## src/rtl/canrx_pkg.sv

```systemverilog
package canrx_pkg;
  localparam int REC_BYTES = 16;

  // Packed so that hdr0 occupies bits 31:0 of the record.
  typedef struct packed {
    logic [31:0] dat1;
    logic [31:0] dat0;
    logic [31:0] hdr1;
    logic [31:0] hdr0;
  } rec_t;

  typedef enum logic [1:0] {
    RA_CTRL = 2'd0,
    RA_SIZE = 2'd1,
    RA_RPTR = 2'd2,
    RA_WPTR = 2'd3
  } reg_addr_e;
endpackage

```

## src/rtl/canrx_rec_pack.sv

```systemverilog
module canrx_rec_pack
  import canrx_pkg::*;
(
  input  logic        ext,
  input  logic        rtr,
  input  logic [28:0] id,
  input  logic [3:0]  dlc,
  input  logic [63:0] data,
  input  logic        ovr,
  input  logic        bus_off,
  input  logic        err_passive,
  output rec_t        rec
);
  logic [3:0]  nbytes;
  logic [63:0] masked;

  assign nbytes = (dlc > 4'd8) ? 4'd8 : dlc;

  for (genvar k = 0; k < 8; k++) begin : g_byte
    assign masked[8*k +: 8] = (4'(k) < nbytes) ? data[8*k +: 8] : 8'h00;
  end

  always_comb begin
    rec.hdr0 = '0;
    rec.hdr0[31] = ext;
    rec.hdr0[30] = rtr;
    if (ext) rec.hdr0[28:0]  = id;
    else     rec.hdr0[28:18] = id[10:0];
    rec.hdr1 = {dlc, 25'd0, ovr, bus_off, err_passive};
    rec.dat0 = masked[31:0];
    rec.dat1 = masked[63:32];
  end
endmodule

```

## src/rtl/canrx_rec_store.sv

```systemverilog
module canrx_rec_store
  import canrx_pkg::*;
#(
  parameter int DEPTH = 16,
  localparam int IW = $clog2(DEPTH)
)(
  input  logic          clk,
  input  logic          we,
  input  logic [IW-1:0] widx,
  input  rec_t          wrec,
  input  logic [IW-1:0] ridx,
  output rec_t          rrec
);
  rec_t slots [DEPTH];

  always_ff @(posedge clk) begin
    if (we) slots[widx] <= wrec;
  end

  assign rrec = slots[ridx];
endmodule

```

## src/rtl/canrx_ring_ctrl.sv

```systemverilog
module canrx_ring_ctrl
  import canrx_pkg::*;
#(
  parameter int DEPTH = 16,
  localparam int PW  = $clog2(DEPTH * REC_BYTES) + 1,
  localparam int AVW = $clog2(DEPTH)
)(
  input  logic           clk,
  input  logic           rst_n,
  input  logic           hit,
  input  logic           cfg_wr,
  input  logic [1:0]     cfg_addr,
  input  logic [31:0]    cfg_wdata,
  output logic           en,
  output logic [PW-1:0]  size,
  output logic [PW-1:0]  rptr,
  output logic [PW-1:0]  wptr,
  output logic [AVW-1:0] avail,
  output logic           store,
  output logic           ovr_pend
);
  localparam logic [PW-1:0] RB  = PW'(REC_BYTES);
  localparam logic [31:0]   MAXB = 32'(DEPTH * REC_BYTES);

  logic [PW-1:0] size_q, rp_q, wp_q, wp_nxt, diff;
  logic          en_q, ovr_q, full, drop, size_ok, sz_wr, rp_wr;

  assign wp_nxt  = (wp_q >= size_q - RB) ? '0 : wp_q + RB;
  assign full    = (wp_nxt == rp_q);
  assign store   = hit && !full;
  assign drop    = hit && full;
  assign size_ok = (cfg_wdata >= 32'd32) && (cfg_wdata <= MAXB);
  assign sz_wr   = cfg_wr && (cfg_addr == RA_SIZE) && size_ok;
  assign rp_wr   = cfg_wr && (cfg_addr == RA_RPTR);

  always_ff @(posedge clk) begin
    if (!rst_n) begin
      en_q   <= 1'b0;
      size_q <= MAXB[PW-1:0];
      rp_q   <= '0;
      wp_q   <= '0;
      ovr_q  <= 1'b0;
    end else begin
      if (cfg_wr && cfg_addr == RA_CTRL) en_q <= cfg_wdata[0];
      if (sz_wr) begin
        size_q <= {cfg_wdata[PW-1:4], 4'b0000};
        rp_q   <= '0;
        wp_q   <= '0;
        ovr_q  <= 1'b0;
      end else begin
        if (rp_wr) rp_q <= {cfg_wdata[PW-1:4], 4'b0000};
        if (store) begin
          wp_q  <= wp_nxt;
          ovr_q <= 1'b0;
        end else if (drop) begin
          ovr_q <= 1'b1;
        end
      end
    end
  end

  assign diff  = (wp_q >= rp_q) ? (wp_q - rp_q) : (wp_q + size_q - rp_q);
  assign avail = diff[AVW+3:4];

  assign en       = en_q;
  assign size     = size_q;
  assign rptr     = rp_q;
  assign wptr     = wp_q;
  assign ovr_pend = ovr_q;

  // after a store the write pointer never lands on the read pointer
  p_gap_kept_r8: assert property (@(posedge clk) disable iff (!rst_n)
    store |=> (wp_q != $past(rp_q)));
  // a discarded frame leaves the write pointer alone
  p_drop_holds_r8: assert property (@(posedge clk) disable iff (!rst_n)
    (drop && !sz_wr) |=> $stable(wp_q));
  // a discard leaves an overrun pending
  p_ovr_set_r9: assert property (@(posedge clk) disable iff (!rst_n)
    drop |=> ovr_q);
  // storing a record consumes the pending overrun
  p_ovr_clr_r9: assert property (@(posedge clk) disable iff (!rst_n)
    store |=> !ovr_q);
  // a store with no register activity raises the count by one
  p_avail_step_r10: assert property (@(posedge clk) disable iff (!rst_n)
    (store && !rp_wr && !sz_wr) |=> (avail == $past(avail) + 1'b1));
  // pointers stay record aligned
  p_wp_align_r7: assert property (@(posedge clk) disable iff (!rst_n)
    wp_q[3:0] == 4'd0);
endmodule

```

## src/rtl/canrx_ring_writer.sv

```systemverilog
module canrx_ring_writer
  import canrx_pkg::*;
#(
  parameter int DEPTH = 16,
  localparam int IW  = $clog2(DEPTH),
  localparam int PW  = $clog2(DEPTH * REC_BYTES) + 1,
  localparam int AVW = $clog2(DEPTH)
)(
  input  logic           clk,
  input  logic           rst_n,
  input  logic           fr_valid,
  output logic           fr_ready,
  input  logic           fr_ext,
  input  logic           fr_rtr,
  input  logic [28:0]    fr_id,
  input  logic [3:0]     fr_dlc,
  input  logic [63:0]    fr_data,
  input  logic           st_bus_off,
  input  logic           st_err_passive,
  input  logic           cfg_wr,
  input  logic [1:0]     cfg_addr,
  input  logic [31:0]    cfg_wdata,
  output logic [31:0]    cfg_rdata,
  input  logic [IW-1:0]  rec_idx,
  output logic [127:0]   rec_data,
  output logic [PW-1:0]  wr_ptr,
  output logic [AVW-1:0] avail
);
  logic          en, store, ovr_pend, hit;
  logic [PW-1:0] size, rptr, wptr;
  rec_t          new_rec, rd_rec;

  assign fr_ready = en;
  assign hit      = fr_valid && en;

  canrx_ring_ctrl #(.DEPTH(DEPTH)) u_ctrl (
    .clk(clk), .rst_n(rst_n), .hit(hit),
    .cfg_wr(cfg_wr), .cfg_addr(cfg_addr), .cfg_wdata(cfg_wdata),
    .en(en), .size(size), .rptr(rptr), .wptr(wptr),
    .avail(avail), .store(store), .ovr_pend(ovr_pend)
  );

  canrx_rec_pack u_pack (
    .ext(fr_ext), .rtr(fr_rtr), .id(fr_id), .dlc(fr_dlc), .data(fr_data),
    .ovr(ovr_pend), .bus_off(st_bus_off), .err_passive(st_err_passive),
    .rec(new_rec)
  );

  canrx_rec_store #(.DEPTH(DEPTH)) u_store (
    .clk(clk), .we(store), .widx(wptr[IW+3:4]), .wrec(new_rec),
    .ridx(rec_idx), .rrec(rd_rec)
  );

  always_comb begin
    case (cfg_addr)
      RA_CTRL: cfg_rdata = {31'd0, en};
      RA_SIZE: cfg_rdata = 32'(size);
      RA_RPTR: cfg_rdata = 32'(rptr);
      default: cfg_rdata = 32'(wptr);
    endcase
  end

  assign rec_data = rd_rec;
  assign wr_ptr   = wptr;

  // nothing is stored while reception is disabled
  p_hold_disabled_r2: assert property (@(posedge clk) disable iff (!rst_n)
    (!fr_ready && !cfg_wr) |=> $stable(wr_ptr));
endmodule

```

## config.mk

```make
export PLATFORM = sky130hd
export DESIGN_NAME = canrx_ring_writer
export DESIGN_NICKNAME = d
export VERILOG_FILES = /design/src/rtl/canrx_pkg.sv /design/src/rtl/canrx_rec_pack.sv /design/src/rtl/canrx_rec_store.sv /design/src/rtl/canrx_ring_ctrl.sv /design/src/rtl/canrx_ring_writer.sv
export SDC_FILE = /design/constraint.sdc
export NUM_CORES = 1
export LEC_CHECK = 0
export BUFFER_PORTS_ARGS = -buffer_cell sky130_fd_sc_hd__buf_2
export CAP_MARGIN = 5
export CELL_PAD_IN_SITES_DETAIL_PLACEMENT = 0
export CELL_PAD_IN_SITES_GLOBAL_PLACEMENT = 2
export CORE_AREA = 2 2 260 518
export DETAILED_ROUTE_END_ITERATION = 16
export DIE_AREA = 0 0 262 520
export PLACE_DENSITY = 0.9
export SLEW_MARGIN = 20
export SYNTH_ARGS = -nofsm -noshare
export SYNTH_HDL_FRONTEND = slang
export SYNTH_SLANG_ARGS = --single-unit
```

## constraint.sdc

```tcl
create_clock -name clk -period 13.55 [get_ports clk]
set_input_delay 3.3875 -clock clk [delete_from_list [all_inputs] [get_ports clk]]
set_output_delay 3.3875 -clock clk [all_outputs]
set_load 0.02 [all_outputs]
```

Word level (Yosys, flattened, before mapping)
Memory sizes are Yosys's and may differ from the RTL's.
Cells that the tools add are included.
{ "totals": {"register_bits": 21, "mem_bits_rw": 1632, "output_inout_bits": 174, "elab_cells": 56, "n_memories": 1} }
{ "classes": {"add_sub_neg": 5, "magnitude_cmp": 13, "eq_ne": 3, "mux": 16, "bitwise_logic": 1, "reduce_logical": 12} }
{ "memory_table": {"columns": ["name", "depth", "width", "rd", "rd_ports_with_merged_regs", "write_ports", "line", "text"], "rows": [
  ["u_store.slots", 16, 102, 1, 0, 1, "canrx_rec_store.sv:14", "rec_t slots [DEPTH];"]
]} }
{ "ops": {"columns": ["operator", "n"], "rows": [
  ["8-bit two-way mux", 9],
  ["32-bit by 6-bit >= comparator with 1-bit output (second input constant)", 1],
  ["32-bit by 9-bit <= comparator with 1-bit output (second input constant)", 1],
  ["9-bit one-hot mux with 3 select lines", 1],
  ["9-bit >= comparator", 2],
  ["18-bit two-way mux", 1],
  ["3-bit by 4-bit < comparator with 1-bit output (first input constant)", 4],
  ["8-bit subtractor", 2],
  ["11-bit two-way mux", 1],
  ["9-bit by 5-bit adder with 9-bit output (second input constant)", 1],
  ["9-bit equality test", 1],
  ["9-bit two-way mux", 1],
  ["9-bit by 5-bit subtractor with 9-bit output (second input constant)", 1],
  ["8-bit adder", 1],
  ["1-bit logical AND", 8],
  ["1-bit by 4-bit < comparator with 1-bit output (first input constant)", 2],
  ["2-bit by 4-bit < comparator with 1-bit output (first input constant)", 2],
  ["4-bit greater-than comparator (second input constant)", 1],
  ["4-bit two-way mux", 1],
  ["3-bit OR reduction", 1],
  ["2-bit by 1-bit equality test with 1-bit output (second input constant)", 1],
  ["2-bit equality test (second input constant)", 1],
  ["2-bit logical NOT", 1],
  ["1-bit two-way mux", 2],
  ["3 further kinds", 3]
]} }

Logic depth before layout (Yosys ltp)
{ "depth": {"ltp_word": 8, "ltp_mapped": 14, "mapped_depth_nobuf": 12} }

Hierarchy
A second synthesis with hierarchy kept.
{ "hier_totals": {"hier_cells": 3640, "area_unflattened_um2": 80211.9} }
{ "modules_own_cells": {"columns": ["mod", "n_inst", "cells_each", "area_each_um2", "seq_area_each_um2"], "rows": [
  ["canrx_rec_store", 1, 3229, 76882.5, 61499.0],
  ["canrx_ring_ctrl", 1, 224, 1933.1, 420.4],
  ["canrx_rec_pack", 1, 141, 999.7, 0.0],
  ["canrx_ring_writer", 1, 46, 396.6, 0.0]
]} }

Worst setup path before layout
OpenSTA, ideal clock, no wires.
{ "synth_path": {"kind": "input port to flip-flop", "startpoint": "input fr_valid", "endpoint": "memory u_store.slots[15][0] (netlist name) (enable)", "setup_ps": 688, "t_arrival_ps": 10547, "required_time_ps": 12862, "setup_slack_ps": 2315, "stages": 2, "n_path_buf": 0, "cell_sequence": "nand2_1 > nor3_1"} }
{ "synth_via": {"elab_chain_cells": 4} }
{ "synth_lines": {"columns": ["element", "line", "text"], "rows": [
  ["start: declaration", "canrx_ring_writer.sv:11", "input logic fr_valid,"],
  ["1-bit logical AND", "canrx_ring_writer.sv:34", "assign hit = fr_valid && en;"],
  ["1-bit logical AND", "canrx_ring_ctrl.sv:30", "assign store = hit && !full;"],
  ["1-bit two-way mux", "canrx_rec_store.sv:17", "if (we) slots[widx] <= wrec;"],
  ["1-bit two-way mux (implied by the code)", "canrx_rec_store.sv:17", null],
  ["end: declaration", "canrx_rec_store.sv:14", null]
]} }
No other way between the ends.

Worst setup path after layout
{ "layout_path": {"startpoint": "input rec_idx[0]", "endpoint": "output rec_data[125]"} }
{ "layout_via": {"elab_chain_cells": 1} }
{ "layout_lines": {"columns": ["element", "line", "text"], "rows": [
  ["start: declaration", "canrx_ring_writer.sv:24", "input logic [IW-1:0] rec_idx,"],
  ["memory 16 x 102 bit", null, null],
  ["end: declaration", "canrx_ring_writer.sv:25", "output logic [127:0] rec_data,"]
]} }
No other way between the ends.

==> impl_metrics.tcl <==
set metrics [dict create \
    grt_use_total_pct 21.4 \
    start_util_pct 48.6 \
    ios 317 \
    top_usage_layer "met2" \
    cts.sinks 1653 \
    antenna_found_initial 11 \
    grt_pass1_vias 30689 \
    fin_crit_ns 9.68 \
    r2r_end "u_store.slots[12][78]$_DFFE_PP_" \
    seq_area_frac_synth_pct 76.9 \
    maxCapViolCount 0 \
    die_h_um 520 \
    numCtsBuffers 139 \
    placed_area_um2 67600 \
    final_common_cell "edfxtp_1" \
    die_area_um2 136000 \
    final_area_um2 72100 \
    fin_cells 4850 \
    clockRootBuffer "clkbuf_16" \
    worstHoldPathType "reg -> reg" \
    yosys.cell_types.count 62 \
    finalHoldViolations 0 \
    dp_hpwl_um 73900 \
    ant_nets 0 \
    n_fill_cell 9634 \
    whs_ns 0.526 \
    firstDrtPassIters 5 \
    path_max_fanout 105 \
    rsz0062_at_grt "no" \
    vias_per_cell 6.09 \
    critPathSlowestCell "mux4_2" \
    grt_use_met3_pct 4.09 \
    cts_max_path_buffers 3 \
    crit_required_ns 10.16 \
    fmax_mhz 103 \
    routed_wl_um 144000 \
    synth_flop_cell "edfxtp_1" \
    cp.depth 5 \
    reg2reg_from "u_ctrl.size[4]$_SDFFE_PN0P_" \
    critPathMaxStageDelay_ns 0.66 \
    drt-initial-drc-count 2841 \
    power.total_mw 10.2 \
    setup_tns_ns 0 \
    place.gp.congestion 0.751 \
    gr-usage-met2_pct 36.9 \
    finalMaxSlewViolations 0 \
    r2r_cells 14 \
    arrival_ns 6.29 \
    syn_avg_cell_area_um2 23.9 \
    clk_pin_slew_ns 0.06 \
    setup_violations 0 \
    die_x_um 262 \
    netlist_instances 2690 \
    grt_pass1_wl_um 208000 \
    endpoint "rec_data[125]" \
    postCtsSetupBuffers 0 \
    yosys.area.top_type_share_pct 76.2 \
    period_share_pct 71.4 \
    drive_gt1_share_pct 34.3 \
    cts_tree "built" \
    grt_max_degree 140 \
    placed_cells 4597 \
    met1_usage_pct 27.9 \
    clock_latency_ns 0.77 \
    p_leak_nw 22.9 \
    start_kind "input pin" \
    tightestPinTransition_ns 1.15 \
    grt_overflow 0 \
    maxSlewHeadroom_pct 23.2 \
    yosysTopAreaCell "edfxtp_1" \
    worstSetupEndpointType "primary output" \
    syn_to_final_growth_pct 12.1 \
    synthArstFlopShare_pct 0 \
    r2r_slack_ns 7.75 \
    cts_hold_buf 0 \
    ys_top_cells_by_area "edfxtp_1 76%, mux4_2 18%, buf_4 0.69%" \
    core_um2 132000 \
    post_drt_wl_per_cell_um 29.7 \
    dr_total_vias 29531 \
    path_cells "buf_8 > buf_12 > mux4_2 > mux4_2 > buf_2" \
    critPathKind "in -> out" \
    path_delay_family "buffers and inverters" \
    yosysWarnings 0 \
    min_delay_path_depth 2 \
    status "finished, final reports clean" \
    synth_edf_count 1632 \
    final_cell_mix "1632 x edfxtp_1, 510 x mux4_2, 263 x buf_2" \
    startpoint "rec_idx[0]" \
    path_buf_inv 3 \
    synth_seq_cells 1653 \
    power.density_nw_per_um2 141 \
    peakVddDrop_mv 0.103 \
    row_count 189 \
    port_buffers 267 \
    nNetsFinal 3189 \
    cts_resized 0 \
    syn_area_um2 64300 \
    path_common_cell "mux4_2" \
    cts_max_level 4 \
    skew_ns 0.0208 \
    drc_errors 0 \
]
sequential cells by signal (all words and copies together) (netlist names):
name	count
u_ctrl.wptr	9
u_ctrl.ovr_pend	1
u_store.slots	1632
u_ctrl.size	5
u_ctrl.en	1
u_ctrl.rptr	5
per-layer routing:
layer	vias to the layer above	share of wire, %
li1	12011	-
met4	10	2.1
met5	-	0.044
met1	15899	38
met2	1397	52
met3	214	7.6
power breakdown:
group	switching, mW	internal [mW]	leakage (nW)	total (mW)
Combinational	0.319	0.213	5.73	0.532
Sequential	0.00279	5.63	15.0	5.64
Clock	1.79	2.20	2.20	3.98
synth_stat cells (17+ instances only):
cell type	number
edfxtp_1	1632
mux4_2	510
clkbuf_1	64
buf_4	59
nor2b_1	55
buf_2	38
and2_1	37
nand2_1	30
ha_1	23
dfxtp_1	21
inv_1	20
and3_1	18
nor2_1	17
how the worst min path moves through the flow:
stage                     slack, ns                         from                          end
final                          0.53       u_ctrl.en$_SDFFE_PN0P_       u_ctrl.en$_SDFFE_PN0P_
after global routing           0.57       u_ctrl.en$_SDFFE_PN0P_       u_ctrl.en$_SDFFE_PN0P_
after CTS                      0.53       u_ctrl.en$_SDFFE_PN0P_       u_ctrl.en$_SDFFE_PN0P_
after detailed placement       0.51       u_ctrl.en$_SDFFE_PN0P_       u_ctrl.en$_SDFFE_PN0P_
after global placement         0.50       u_ctrl.en$_SDFFE_PN0P_       u_ctrl.en$_SDFFE_PN0P_
after floorplan                0.48  u_ctrl.size[8]$_SDFFE_PN1P_  u_ctrl.size[8]$_SDFFE_PN1P_
cells by family (layout without fill, tap and decap cells):
logic type	count (synthesis)	in the layout	synth area share, %
flops	1653	1653	76.9
mux	529	529	18.2
simple gates	213	213	1.92
buf+inv	199	588	1.63
compound gates	57	57	0.685
fa+ha+maj	27	27	0.572
xor+xnor	11	11	0.150
other cells	1	53	0.00583
cell type report:
type	count	area (um2)	share of cell area, %
antenna	4	10.0	0.0139
clock buffer	176	3720	5.16
clock inverter	73	788	1.09
inverter	22	82.6	0.115
multi-input combinational	886	14100	19.6
sequential	1653	49400	68.5
tap	1719	2150	2.98
timing repair buffer	317	1820	2.53
tightest hold or removal path, delay by kind of cell, from the launching register on:
kind / cells / cell delay, ns
flip-flops: 1 / 0.34
AO/OA/AOI/OAI: 1 / 0.07
AND/OR/NAND/NOR: 1 / 0.06
stage by stage:
step / utilization, % / setup WS, ns
3_5_place_dp: 51.0 / 3.84
4_1_cts: 54.4 / 3.81
5_1_grt: 54.5 / 3.67
2_1_floorplan: - / 2.32
6_report: 54.5 / 3.87
3_3_place_gp: 51.0 / 3.86
Power figures use the tool's default switching activity.
